## config.mk

```make
export PLATFORM = sky130hd
export DESIGN_NAME = useq_sequencer
export DESIGN_NICKNAME = d
export VERILOG_FILES = /design/src/rtl/useq_pkg.sv /design/src/rtl/useq_ctrl_rom.sv /design/src/rtl/useq_dispatch.sv /design/src/rtl/useq_next_addr.sv /design/src/rtl/useq_sequencer.sv
export SDC_FILE = /design/constraint.sdc
export NUM_CORES = 1
export LEC_CHECK = 0
export CELL_PAD_IN_SITES_DETAIL_PLACEMENT = 0
export CELL_PAD_IN_SITES_GLOBAL_PLACEMENT = 2
export CORE_MARGIN = 8
export CORE_UTILIZATION = 24
export DETAILED_ROUTE_END_ITERATION = 10
export GPL_TIMING_DRIVEN = 1
export PLACE_DENSITY = 0.78
export SYNTH_ARGS = -nofsm -noshare
export SYNTH_HDL_FRONTEND = slang
export SYNTH_HIERARCHICAL = 1
export SYNTH_SLANG_ARGS = --single-unit
export TNS_END_PERCENT = 100
```

## constraint.sdc

```tcl
create_clock -name clk -period 4.9 [get_ports clk]
set_input_delay 0.735 -clock clk [delete_from_list [all_inputs] [get_ports clk]]
set_output_delay 0.735 -clock clk [all_outputs]
set_load 0.02 [all_outputs]
```

## src/rtl/useq_pkg.sv

```systemverilog
// Package: shared widths, microword types and the constant tables of the
// sequencer. Assumes opcodes are 6 bits and at most 16 micro-addresses.
package useq_pkg;
    localparam int OP_W      = 6;
    localparam int UPC_W     = 4;
    localparam int CTRL_W    = 16;
    localparam int ROM_WORDS = 10;
    localparam int NUM_DISP  = 2;
    localparam int OP_SPAN   = 1 << OP_W;

    localparam logic [OP_W-1:0] OPC_LOAD  = 6'h23;
    localparam logic [OP_W-1:0] OPC_STORE = 6'h2B;
    localparam logic [OP_W-1:0] OPC_RTYPE = 6'h00;
    localparam logic [OP_W-1:0] OPC_BEQ   = 6'h04;
    localparam logic [OP_W-1:0] OPC_JUMP  = 6'h02;

    // Sequencing code held in each microword
    typedef enum logic [1:0] {
        SEQ_ZERO  = 2'd0,
        SEQ_DISP1 = 2'd1,
        SEQ_DISP2 = 2'd2,
        SEQ_NEXT  = 2'd3
    } seq_code_e;

    // Datapath control bits, MSB first
    typedef struct packed {
        logic       pc_wr;
        logic       pc_wr_cond;
        logic       addr_sel;
        logic       mem_rd;
        logic       mem_wr;
        logic       ir_wr;
        logic       wb_sel;
        logic [1:0] pc_src;
        logic [1:0] alu_op;
        logic [1:0] alu_b;
        logic       alu_a;
        logic       rf_wr;
        logic       rf_dst;
    } ctrl_t;

    typedef struct packed {
        ctrl_t     ctrl;
        seq_code_e seq;
    } uword_t;

    // Control-store contents for one micro-address
    function automatic uword_t rom_word(input logic [UPC_W-1:0] a);
        uword_t w;
        w = '0;
        w.seq = SEQ_ZERO;
        case (a)
            4'd0: begin
                w.ctrl.pc_wr = 1'b1; w.ctrl.mem_rd = 1'b1;
                w.ctrl.ir_wr = 1'b1; w.ctrl.alu_b = 2'b01;
                w.seq = SEQ_NEXT;
            end
            4'd1: begin
                w.ctrl.alu_b = 2'b11; w.seq = SEQ_DISP1;
            end
            4'd2: begin
                w.ctrl.alu_a = 1'b1; w.ctrl.alu_b = 2'b10;
                w.seq = SEQ_DISP2;
            end
            4'd3: begin
                w.ctrl.mem_rd = 1'b1; w.ctrl.addr_sel = 1'b1;
                w.seq = SEQ_NEXT;
            end
            4'd4: begin
                w.ctrl.rf_wr = 1'b1; w.ctrl.wb_sel = 1'b1;
            end
            4'd5: begin
                w.ctrl.mem_wr = 1'b1; w.ctrl.addr_sel = 1'b1;
            end
            4'd6: begin
                w.ctrl.alu_a = 1'b1; w.ctrl.alu_op = 2'b10;
                w.seq = SEQ_NEXT;
            end
            4'd7: begin
                w.ctrl.rf_wr = 1'b1; w.ctrl.rf_dst = 1'b1;
            end
            4'd8: begin
                w.ctrl.alu_a = 1'b1; w.ctrl.alu_op = 2'b01;
                w.ctrl.pc_wr_cond = 1'b1; w.ctrl.pc_src = 2'b01;
            end
            4'd9: begin
                w.ctrl.pc_wr = 1'b1; w.ctrl.pc_src = 2'b10;
            end
            default: w = '0;
        endcase
        return w;
    endfunction

    // Dispatch table lookup; tsel 0 is the decode table, 1 the address table
    function automatic logic [UPC_W-1:0] disp_entry(input int tsel,
                                                    input logic [OP_W-1:0] op);
        logic [UPC_W-1:0] r;
        r = '0;
        if (tsel == 0) begin
            case (op)
                OPC_LOAD, OPC_STORE: r = 4'd2;
                OPC_RTYPE:           r = 4'd6;
                OPC_BEQ:             r = 4'd8;
                OPC_JUMP:            r = 4'd9;
                default:             r = '0;
            endcase
        end else begin
            case (op)
                OPC_LOAD:  r = 4'd3;
                OPC_STORE: r = 4'd5;
                default:   r = '0;
            endcase
        end
        return r;
    endfunction
endpackage

```

## src/rtl/useq_ctrl_rom.sv

```systemverilog
// Control store: maps a micro-address to its microword. Purely combinational.
// Assumes addresses at or above ROM_WORDS are unreachable; they read as zero.
module useq_ctrl_rom
    import useq_pkg::*;
#(
    parameter int DEPTH = ROM_WORDS
) (
    input  logic [UPC_W-1:0] addr,
    output uword_t           word
);
    localparam int TABLE_N = (DEPTH < (1 << UPC_W)) ? DEPTH : (1 << UPC_W);

    uword_t table_q [TABLE_N];

    // Build the constant table, one entry per micro-address
    for (genvar i = 0; i < TABLE_N; i++) begin : g_word
        assign table_q[i] = rom_word(UPC_W'(i));
    end

    // Read the addressed word, zero when out of range
    always_comb begin
        if (int'(addr) < TABLE_N) word = table_q[addr];
        else                      word = '0;
    end
endmodule

```

## src/rtl/useq_dispatch.sv

```systemverilog
// One opcode-indexed dispatch table. TSEL chooses which constant table.
// Assumes every opcode value has an entry; unlisted ones give address 0.
module useq_dispatch
    import useq_pkg::*;
#(
    parameter int TSEL = 0
) (
    input  logic [OP_W-1:0]  opcode,
    output logic [UPC_W-1:0] target
);
    // Look up the target micro-address for this opcode
    always_comb begin
        target = disp_entry(TSEL, opcode);
    end
endmodule

```

## src/rtl/useq_next_addr.sv

```systemverilog
// Next micro-address select: zero, either dispatch result, or increment.
// Assumes the dispatch targets are already resolved for the current opcode.
module useq_next_addr
    import useq_pkg::*;
(
    input  logic [UPC_W-1:0] cur,
    input  seq_code_e        seq,
    input  logic [UPC_W-1:0] disp_tgt [NUM_DISP],
    output logic [UPC_W-1:0] nxt
);
    logic [UPC_W-1:0] inc;

    // Sequential successor
    always_comb begin
        inc = cur + UPC_W'(1);
    end

    // Four-way select on the sequencing code
    always_comb begin
        case (seq)
            SEQ_ZERO:  nxt = '0;
            SEQ_DISP1: nxt = disp_tgt[0];
            SEQ_DISP2: nxt = disp_tgt[1];
            SEQ_NEXT:  nxt = inc;
            default:   nxt = '0;
        endcase
    end
endmodule

```

## src/rtl/useq_sequencer.sv

```systemverilog
// Top: micro-PC register, control store, dispatch tables and address select.
// Assumes opcode is stable around the rising edge; reset is synchronous low.
module useq_sequencer
    import useq_pkg::*;
(
    input  logic              clk,
    input  logic              rst_n,
    input  logic [OP_W-1:0]   opcode,
    output logic [CTRL_W-1:0] ctrl,
    output logic [UPC_W-1:0]  upc
);
    logic [UPC_W-1:0] upc_q;
    logic [UPC_W-1:0] upc_d;
    logic [UPC_W-1:0] disp_tgt [NUM_DISP];
    uword_t           cur_word;

    useq_ctrl_rom #(.DEPTH(ROM_WORDS)) u_rom (
        .addr (upc_q),
        .word (cur_word)
    );

    for (genvar t = 0; t < NUM_DISP; t++) begin : g_disp
        useq_dispatch #(.TSEL(t)) u_disp (
            .opcode (opcode),
            .target (disp_tgt[t])
        );
    end

    useq_next_addr u_nxt (
        .cur      (upc_q),
        .seq      (cur_word.seq),
        .disp_tgt (disp_tgt),
        .nxt      (upc_d)
    );

    // Micro-PC register with synchronous reset to the fetch word
    always_ff @(posedge clk) begin
        if (!rst_n) upc_q <= '0;
        else        upc_q <= upc_d;
    end

    // Drive the observed outputs
    always_comb begin
        ctrl = cur_word.ctrl;
        upc  = upc_q;
    end
endmodule

```

==> qor.yml <==
finalWirelength_um: 1650
cap_violations: 0
cts.sinks: 4
grt_pass1_vias: 606
largest_reg_flops: 4
place_ws_ps: 2280
fin_skew_ps: 0.782
place_congestion: 0.680
clkTransAtPathRegs_ps: 40
synth_cells: 75
first_iter_violations: 19
grt_util_all_layers_pct: 7.09
cts_tree: "built"
dieArea_um2: 4590
wire_per_inst_um: 12.7
path_max_fanout: 10
ys_seq_area_share_pct: 12.5
areaGrowthSynthToFinish_pct: 45.4
ioPinCount: 28
setup_viol: 0
hold_path.class: "register to register"
layout-drive-gt1-share_pct: 11.0
path_class: "register to output port"
hpwl_um: 1300
crit_arrival_ps: 2130
synthesis.area_um2: 642
vdd_drop_max_mv: 0.374
synth_top_cell_area_share_pct: 13.6
yosys-top-cells-area: "ha_1 (14%), dfxtp_1 (12%), and2_1 (9.7%), nor3_1 (4.7%), nand4b_4 (3.7%)"
cts_buffers: 3
end_kind: "output port"
fp.dieW_um: 67.7
min_period_ps: 2870
hold_slack_ps: 912
clk_latency_ps: 230
gr-total-overflow: 0
synth_top_area_cell: "ha_1"
antenna_found_initial: 0
die_y_um: 67.7
grt_start_max_net_pins: 14
required_ps: 4160
post_cts_buffers: 0
worst_slew_pin_slew_ps: 789
ys_seq_elements: 4
setup_ws_ps: 2030
initial_core_util_pct: 25.7
status: "finished, final reports clean"
p_leak_nw: 0.391
grt_setup_unrepaired: "false"
slew_headroom_pct: 47.0
cts_max_path_buffers: 2
h-tree-depth: 1
drv_slew: 0
yosys_warnings: 6
postRouteAntennaNets: 0
hold_violations: 0
diodes: 0
fmax_mhz: 349
synth_nets: 90
synth_cell_types: 36
cts-root-buf: "clkbuf_4"
power_density_nw_per_um2: 613
drc: 0
syn_avg_cell_area_um2: 8.56
nets: 117
synth_common_cells: "and2_1 (10), ha_1 (7), nor3_1 (6)"
synth_edf_count: 0
viasPerCell: 4.72
grt_pass1_wl_um: 2600
critical-path-max-stage-delay_ps: 630
slowest_stage: "clkdlybuf4s50_1"
synth.most_common_cell: "and2_1"
rows: 18
fp.coreArea_um2: 2500
ctsHoldBuffers: 0
tns_ps: 0
dr_total_vias: 614
drt_first_pass_iters: 2
post_cts_resized: 0
period_share_pct: 58.5
ys_async_sr_fraction_pct: 0
numPortBuffers: 27
cp-start-kind: "register"
worstPathCellList: "inv_1 > ha_1 > nor3_1 > clkdlybuf4s50_1"
synth_ff_type: "dfxtp_1"
## path summary, 6_finish.rpt
path	start	endpoint	slack, ps	cells after the start
setup / recovery	upc[1]	ctrl[12]	2030	4
hold / removal	upc[0]	upc[3]	910	4
setup reg to reg	upc[1]	upc[1]	2400	7
hold reg to reg	upc[0]	upc[3]	910	4
## metal layers
metal / part of all wire (%) / vias up / track usage (%)
met5: 0 / - / 0
met2: 44 / 26 / 11.7
li1: - / 313 / -
met3: 11 / 2 / 2.32
met1: 45 / 273 / 8.42
met4: 0.61 / 0 / 2.35
## cell usage in the layout (no fill, tap or decap), types with 2 or more instances in the layout
cell type	synthesis	routed
a21o_1	2	2
a21oi_1	2	2
a22o_1	2	2
and2_1	10	10
and2b_1	2	2
clkbuf_4	0	3
clkdlybuf4s50_1	0	27
dfxtp_1	4	4
ha_1	7	7
inv_1	4	4
mux2i_1	2	2
nand3_1	2	2
nor2_1	4	4
nor2b_1	2	2
nor3_1	6	6
xnor2_1	2	2
## through the flow
| stage | power [mW] | std cells | utilization, % | instance area [µm²] |
|---|---|---|---|---|
| final | 0.572 | 130 | 37.3 | 933 |
| after global routing | 0.613 | 130 | 37.3 | 933 |
| after CTS | 0.580 | 130 | 37.3 | 933 |
| after detailed placement | 0.535 | 127 | 36.4 | 911 |
| after global placement | 0.540 | 127 | 36.4 | 911 |
| after floorplan | 0.363 | 75 | - | 642 |
## area by class of cell
cell class              instances  area, µm²
fillers                       280       1570
multi-input cells              62        508
repair buffers                 27        270
flip-flops and latches          4       80.1
well taps                      30       37.5
clock buffers                   3       22.5
inverters                       4       15.0
## power by group
group / switching (mW) / total, mW / internal [mW]
registers: 0.0414 / 0.0860 / 0.0446
clock network: 0.0132 / 0.0405 / 0.0274
logic: 0.218 / 0.446 / 0.227
total: 0.273 / 0.572 / 0.299
## logic make-up after synthesis
logic type / count (synthesis) / share of synthesized area [%]
compound gates: 10 / 11.7
mux: 3 / 5.46
other cells: 1 / 0.584
buf+inv: 9 / 8.38
simple gates: 38 / 43.7
fa+ha+maj: 7 / 13.6
flops: 4 / 12.5
xor+xnor: 3 / 4.09
## worst max-delay path, delay by kind of cell (launching register included)
kind	cells	cell delay, ps
adder cells (fa/ha/maj)	1	340
buffers and inverters	2	790
flip-flops	1	580
AND/OR/NAND/NOR	1	180
Power figures use the tool's default switching activity.
